**src/rtl/tmr_pkg.sv**
```systemverilog
package tmr_pkg;
   // word offsets of the fixed registers; period and snapshot halves follow
   localparam int OFF_STATUS = 0;
   localparam int OFF_CTRL   = 1;
   localparam int OFF_PER    = 2;

   // control bit positions
   localparam int CB_IEN   = 0;
   localparam int CB_CONT  = 1;
   localparam int CB_START = 2;
   localparam int CB_STOP  = 3;

   // status bit positions
   localparam int SB_FLAG = 0;
   localparam int SB_RUN  = 1;
endpackage

```
**src/rtl/tmr_decode.sv**
```systemverilog
module tmr_decode
   import tmr_pkg::*;
#(
   parameter int AW = 3,
   parameter int NH = 2
) (
   input  logic          bus_sel,
   input  logic          bus_wr,
   input  logic [AW-1:0] bus_addr,
   output logic          st_we,
   output logic          ct_we,
   output logic [NH-1:0] per_we,
   output logic          snap_we,
   output logic          rd_en
);
   localparam int SNAP_BASE = OFF_PER + NH;

   logic          wr_any;
   logic [NH-1:0] snap_hit;

   assign wr_any = bus_sel && bus_wr;
   assign rd_en  = bus_sel && !bus_wr;
   assign st_we  = wr_any && (int'(bus_addr) == OFF_STATUS);
   assign ct_we  = wr_any && (int'(bus_addr) == OFF_CTRL);

   for (genvar h = 0; h < NH; h++) begin : g_half
      assign per_we[h]   = wr_any && (int'(bus_addr) == OFF_PER + h);
      assign snap_hit[h] = wr_any && (int'(bus_addr) == SNAP_BASE + h);
   end

   assign snap_we = |snap_hit;
endmodule

```
**src/rtl/tmr_core.sv**
```systemverilog
module tmr_core #(
   parameter int CNT_W  = 32,
   parameter int HALF_W = 16,
   localparam int NH    = CNT_W / HALF_W
) (
   input  logic              clk,
   input  logic              rst_n,
   input  logic [NH-1:0]     per_we,
   input  logic [HALF_W-1:0] wdata,
   input  logic              start_cmd,
   input  logic              stop_cmd,
   input  logic              cont_mode,
   input  logic              flag_clr,
   output logic [CNT_W-1:0]  count_q,
   output logic [CNT_W-1:0]  period_q,
   output logic              run_q,
   output logic              flag_q
);
   logic [CNT_W-1:0] period_nxt;
   logic             load;
   logic             tick;

   always_comb begin
      period_nxt = period_q;
      for (int h = 0; h < NH; h++) begin
         if (per_we[h]) period_nxt[h*HALF_W +: HALF_W] = wdata;
      end
   end

   assign load = |per_we;
   assign tick = run_q && (count_q == '0) && !load;

   always_ff @(posedge clk or negedge rst_n) begin
      if (!rst_n) begin
         period_q <= '1;
         count_q  <= '1;
         run_q    <= 1'b0;
         flag_q   <= 1'b0;
      end else begin
         period_q <= period_nxt;

         if (load)       count_q <= period_nxt;
         else if (tick)  count_q <= period_q;
         else if (run_q) count_q <= count_q - 1'b1;

         if (load)           run_q <= 1'b0;
         else if (stop_cmd)  run_q <= 1'b0;
         else if (start_cmd) run_q <= 1'b1;
         else if (tick)      run_q <= cont_mode;

         if (tick)          flag_q <= 1'b1;
         else if (flag_clr) flag_q <= 1'b0;
      end
   end


   dec_step_chk: assert property (@(posedge clk) disable iff (!rst_n)
      (run_q && count_q != '0 && !load) |=> (count_q == $past(count_q) - 1'b1));


   hold_chk: assert property (@(posedge clk) disable iff (!rst_n)
      (!run_q && !load) |=> $stable(count_q));


   reload_chk: assert property (@(posedge clk) disable iff (!rst_n)
      (run_q && count_q == '0 && !load) |=> (flag_q && count_q == $past(period_q)));


   oneshot_stop_chk: assert property (@(posedge clk) disable iff (!rst_n)
      (run_q && count_q == '0 && !load && !cont_mode && !start_cmd) |=> !run_q);


   load_stops_chk: assert property (@(posedge clk) disable iff (!rst_n)
      load |=> (!run_q && count_q == period_q));


   flag_clear_chk: assert property (@(posedge clk) disable iff (!rst_n)
      (flag_clr && !(run_q && count_q == '0 && !load)) |=> !flag_q);
endmodule

```
**src/rtl/tmr_snap.sv**
```systemverilog
module tmr_snap #(
   parameter int CNT_W = 32
) (
   input  logic             clk,
   input  logic             rst_n,
   input  logic             snap_we,
   input  logic [CNT_W-1:0] count_in,
   output logic [CNT_W-1:0] snap_q
);
   always_ff @(posedge clk or negedge rst_n) begin
      if (!rst_n)       snap_q <= '0;
      else if (snap_we) snap_q <= count_in;
   end


   snap_take_chk: assert property (@(posedge clk) disable iff (!rst_n)
      snap_we |=> (snap_q == $past(count_in)));


   snap_hold_chk: assert property (@(posedge clk) disable iff (!rst_n)
      !snap_we |=> $stable(snap_q));
endmodule

```
**src/rtl/tmr_interval.sv**
```systemverilog
module tmr_interval
   import tmr_pkg::*;
#(
   parameter int CNT_W   = 32,
   parameter int HALF_W  = 16,
   parameter int AW      = 3,
   parameter bit IRQ_REG = 1'b0
) (
   input  logic              clk,
   input  logic              rst_n,
   input  logic              bus_sel,
   input  logic              bus_wr,
   input  logic [AW-1:0]     bus_addr,
   input  logic [HALF_W-1:0] bus_wdata,
   output logic [HALF_W-1:0] bus_rdata,
   output logic              irq
);
   localparam int NH        = CNT_W / HALF_W;
   localparam int SNAP_BASE = OFF_PER + NH;

   initial begin
      cfg_split_chk: assert (CNT_W % HALF_W == 0 && NH >= 1)
         else $error("counter width must be a multiple of the half width");
      cfg_addr_chk: assert (SNAP_BASE + NH <= (1 << AW))
         else $error("address width too small for the register map");
      cfg_ctrl_chk: assert (HALF_W > CB_STOP)
         else $error("data width too small for control bits");
   end

   logic             st_we, ct_we, snap_we, rd_en;
   logic [NH-1:0]    per_we;
   logic [CNT_W-1:0] count_q, period_q, snap_q;
   logic             run_q, flag_q;
   logic             ien_q, cont_q;
   logic             start_cmd, stop_cmd;
   logic [HALF_W-1:0] rd_mux;

   tmr_decode #(.AW(AW), .NH(NH)) u_dec (
      .bus_sel (bus_sel),
      .bus_wr  (bus_wr),
      .bus_addr(bus_addr),
      .st_we   (st_we),
      .ct_we   (ct_we),
      .per_we  (per_we),
      .snap_we (snap_we),
      .rd_en   (rd_en)
   );

   assign start_cmd = ct_we && bus_wdata[CB_START];
   assign stop_cmd  = ct_we && bus_wdata[CB_STOP];

   always_ff @(posedge clk or negedge rst_n) begin
      if (!rst_n) begin
         ien_q  <= 1'b0;
         cont_q <= 1'b0;
      end else if (ct_we) begin
         ien_q  <= bus_wdata[CB_IEN];
         cont_q <= bus_wdata[CB_CONT];
      end
   end

   tmr_core #(.CNT_W(CNT_W), .HALF_W(HALF_W)) u_core (
      .clk      (clk),
      .rst_n    (rst_n),
      .per_we   (per_we),
      .wdata    (bus_wdata),
      .start_cmd(start_cmd),
      .stop_cmd (stop_cmd),
      .cont_mode(cont_q),
      .flag_clr (st_we),
      .count_q  (count_q),
      .period_q (period_q),
      .run_q    (run_q),
      .flag_q   (flag_q)
   );

   tmr_snap #(.CNT_W(CNT_W)) u_snap (
      .clk     (clk),
      .rst_n   (rst_n),
      .snap_we (snap_we),
      .count_in(count_q),
      .snap_q  (snap_q)
   );

   always_comb begin
      rd_mux = '0;
      if (int'(bus_addr) == OFF_STATUS) begin
         rd_mux[SB_FLAG] = flag_q;
         rd_mux[SB_RUN]  = run_q;
      end else if (int'(bus_addr) == OFF_CTRL) begin
         rd_mux[CB_IEN]  = ien_q;
         rd_mux[CB_CONT] = cont_q;
      end
      for (int h = 0; h < NH; h++) begin
         if (int'(bus_addr) == OFF_PER + h)   rd_mux = period_q[h*HALF_W +: HALF_W];
         if (int'(bus_addr) == SNAP_BASE + h) rd_mux = snap_q[h*HALF_W +: HALF_W];
      end
   end

   always_ff @(posedge clk or negedge rst_n) begin
      if (!rst_n)     bus_rdata <= '0;
      else if (rd_en) bus_rdata <= rd_mux;
   end

   if (IRQ_REG) begin : g_irq_reg
      logic irq_q;
      always_ff @(posedge clk or negedge rst_n) begin
         if (!rst_n) irq_q <= 1'b0;
         else        irq_q <= flag_q && ien_q;
      end
      assign irq = irq_q;
   end else begin : g_irq_comb
      assign irq = flag_q && ien_q;
   end


   stop_wins_chk: assert property (@(posedge clk) disable iff (!rst_n)
      stop_cmd |=> !run_q);


   irq_mask_chk: assert property (@(posedge clk) disable iff (!rst_n)
      (!ien_q && !(IRQ_REG && $past(ien_q))) |-> !irq);
endmodule

```
**config.mk**
```make
export PLATFORM = sky130hd
export DESIGN_NAME = tmr_interval
export DESIGN_NICKNAME = d
export VERILOG_FILES = /design/src/rtl/tmr_pkg.sv /design/src/rtl/tmr_decode.sv /design/src/rtl/tmr_core.sv /design/src/rtl/tmr_snap.sv /design/src/rtl/tmr_interval.sv
export SDC_FILE = /design/constraint.sdc
export NUM_CORES = 1
export LEC_CHECK = 0
export BUFFER_PORTS_ARGS = -buffer_cell sky130_fd_sc_hd__buf_2
export CAP_MARGIN = 20
export CORE_MARGIN = 8
export CORE_UTILIZATION = 65
export CTS_CLUSTER_DIAMETER = 120
export DETAILED_ROUTE_END_ITERATION = 7
export PLACE_DENSITY = 0.85
export SYNTH_ARGS = -nofsm -noshare
export SYNTH_HDL_FRONTEND = slang
export SYNTH_SLANG_ARGS = --single-unit
```
**constraint.sdc**
```tcl
create_clock -name clk -period 3.8 [get_ports clk]
set_input_delay 0.38 -clock clk [delete_from_list [all_inputs] [get_ports clk]]
set_output_delay 0.38 -clock clk [all_outputs]
set_load 0.005 [all_outputs]
```
==> impl_results.md <==
* Area of the mapped netlist at 6300 um2
* Maximum number of pins on one net before global-route repair at 76
* Count of buffering cells on the critical path with inverters included at 2
* Vias at approximately 5300
* Violations in the final reports: negative hold slack
* Setup repair after global routing missed its margin: false
* Worst Hold Margin at -2.17 ps
* CTS root buffer: clkbuf_8
* Nets at 663
* Min setup slack post-route at 759 ps
* Required time of the worst setup path at 4280 ps
* TritonCTS clock tree: built
* Slew @ Worst Pin at 1080 ps
* Initial cell density of the core at 65.7%
* Leakage power figure at about 2.9 nW
* Number of H-tree levels at 4
* Worst Skew at roughly 13 ps
* Synth Flop Type: dfstp_2
* Fraction of layout instances using a drive strength above 1 at 38.2%
* Total DRC errors in the routed layout at 0
* Count of final setup violators at 0
* Maximum count of clock buffers along a single path at 2
* Proportion of synthesized chip area in sequential cells at 47.3%
* Synth Net Count at ~620
* Clock sink total at approximately 120
* Area growth from synthesis to layout at 14.3%
* Initial antenna violation count at 0
* Remaining number of nets flagged by the antenna check after routing at 0
* Share of the synthesized area in the top cell type at 26.7%
* Crit share post-route at approximately four fifths
* Total global routing track utilization at 30.7%
* # port buffers at 39
* Critical Path Fanout Max at 11
* Residual overflow from global routing at 0
* Number of instances in the synthesized netlist at 600
* Vias/cell at 6.79
* Routed length per instance at between 20 and 25 um
* TNS Setup at 0 ps
* Data arrival at the endpoint of the critical path at 3520 ps
* PnR Total Power at 4.72 mW
* Startpoint types: register
* Type of the setup path with the least slack: register to register
* Share of flip-flops with an asynchronous set or reset after synthesis at 100%
* Yosys reg bits at between 100 and 150
* Worst IR Drop VDD at 443 uV
* Number of different library cells in the post-synthesis netlist at 63
* Cts repair resizes at 0
* Area enclosed by the die boundary at 13100 um2
* Total number of yosys warnings at 0
* Post-synth top area cell: dfstp_2
* Die width at 114 um
* Hold buffer count at cts at 0
* Outcome: complete, but fails checks
* Non-filler instance count after layout at about 790
* Shortest clock period the worst path allows after layout at 3040 ps
* Average size of a mapped cell at about 11 um2
* CP max stage delay at 700 ps
* Number of max-slew violations in the final report at 0
* Detailed router's first-iteration violation count at 724
* Post-placement cell count at 753
* Number of ports placed on the die boundary at 40
* Clock insertion delay at the later pin of the skew report at 540 ps
* Routability congestion estimate from global placement at approximately 0.96
* First-pass GRT wire length at 29.8 mm
* Number of enable-type register cells in the synthesized netlist at 0
* Commonest cells post-synth: 88 x mux2_2, 64 x dfstp_2, 54 x nand2_1, 52 x dfrtp_1, 39 x o21ai_0
* Cell family with most CP delay: simple AND/OR/NAND/NOR gates
* Worst slack at placement at 827 ps
* Achievable clock frequency at around 330 MHz
* Total Wirelength at 19.0 mm
* Cell Chain, Critical Path: inv_1 -> ha_1 -> or3b_2 -> or2_2 -> nor4_4 -> buf_4 -> a21oi_1 -> o22ai_1 -> o211a_1
* Max-slew headroom at ~27%
* Class of the tightest hold or removal check: primary input to async pin
* Number of hold violations in the final report at 2
* Most used standard cell by instance count after synthesis: mux2_2
* Vertical die dimension at 114 um
* Critical path's slowest cell: nor4_4
* Critical Path Sink Type: register
* Maxcap violations at 0
* Count of buffers added by post-CTS timing repair for setup at 0
* Number of global-route vias before repair at 5262
* Detailed placer's ending HPWL at 13.1 mm
* Row count at 36
* Area of the core at 9590 um2
* Clock-pin slew of the registers on the worst-case setup and hold paths at 50 ps
* Number of antenna diodes at 0
* Iteration count of the initial detailed-routing pass at 5
* Cts bufs inserted at 17
* Top area cells in the synthesized netlist: dfstp_2 27%, dfrtp_1 21%, mux2_2 16%
* Areal power density over the cells at 656 nW/um2
==> cells in the final DEF, fill, tap and decap left out, types with 7 or more instances in the layout <==
cell	n
o221ai_1	7
mux2i_1	11
a22oi_1	20
dfrtp_1	52
a211oi_1	8
a21oi_1	24
nor2_1	30
inv_1	9
nand2_1	54
o21a_1	10
nand3_1	19
or3_1	10
clkbuf_16	16
nand4_1	8
buf_2	38
buf_4	20
nor3_1	22
dfstp_2	64
mux2_2	88
o21ai_0	39
==> where the power goes <==
group	switching (mW)	internal [mW]	leakage [nW]
sequential	0.367	1.74	1.32
clock	0.533	0.950	0.273
combinational	0.602	0.532	1.34
total	1.50	3.22	2.94
==> cell families (layout without fill, tap and decap cells) <==
logic type / count (synthesis) / count (layout) / share of synthesized area [%]
fa+ha+maj: 1 / 1 / 0.198
compound gates: 152 / 152 / 16.0
xor+xnor: 3 / 3 / 0.417
flops: 116 / 116 / 47.3
simple gates: 180 / 180 / 14.8
buf+inv: 47 / 99 / 3.04
mux: 101 / 101 / 18.2
==> metal layers <==
| metal | up-vias | track usage (%) | share of wire (%) |
|---|---|---|---|
| li1 | 2333 | - | - |
| met1 | 2645 | 40.3 | 42 |
| met2 | 313 | 44.4 | 44 |
| met3 | 38 | 11.9 | 12 |
| met4 | 0 | 12.4 | 2.4 |
| met5 | - | 0 | 0 |
==> path summary, 6_finish.rpt <==
path | from | to | slack (ps) | cells past startpoint
hold / removal | rst_n | u_snap.snap_q[18]$_DFFE_PN0P_ | -2 | 1
setup reg to reg | u_core.count_q[0]$_DFFE_PN1P_ | u_core.count_q[31]$_DFFE_PN1P_ | 760 | 9
min in group clk | bus_wdata[3] | u_core.run_q$_DFFE_PN0P_ | 100 | 2
setup / recovery | u_core.count_q[0]$_DFFE_PN1P_ | u_core.count_q[31]$_DFFE_PN1P_ | 760 | 9
hold reg to reg | bus_rdata[14]$_DFFE_PN0P_ | bus_rdata[14]$_DFFE_PN0P_ | 470 | 2
max in group asynchronous | rst_n | u_core.count_q[29]$_DFFE_PN1P_ | 2870 | 2
==> through the flow <==
stage	utilization (%)	hold WS, ps	instance area [um2]
floorplan	-	84.4	6300
global placement	69.3	458	6650
detailed placement	69.3	465	6650
CTS	75.1	8.85	7200
global route	75.1	67.3	7200
finish	75.1	-2.17	7200
==> layout make-up <==
class | instances | area (um2)
repair buffers | 58 | 340
clock buffers | 28 | 505
inverters | 9 | 33.8
clock inverters | 4 | 45.0
multi-input cells | 437 | 3130
well taps | 133 | 166
fillers | 662 | 2390
flip-flops and latches | 116 | 2980
==> state kept, by name, indices dropped and copies added, names as in the netlist <==
name	cells
cont_q	1
u_core.flag_q	1
u_core.count_q	32
u_snap.snap_q	32
ien_q	1
bus_rdata	16
u_core.period_q	32
u_core.run_q	1
Note: power is estimated with default switching activity, not from simulation.
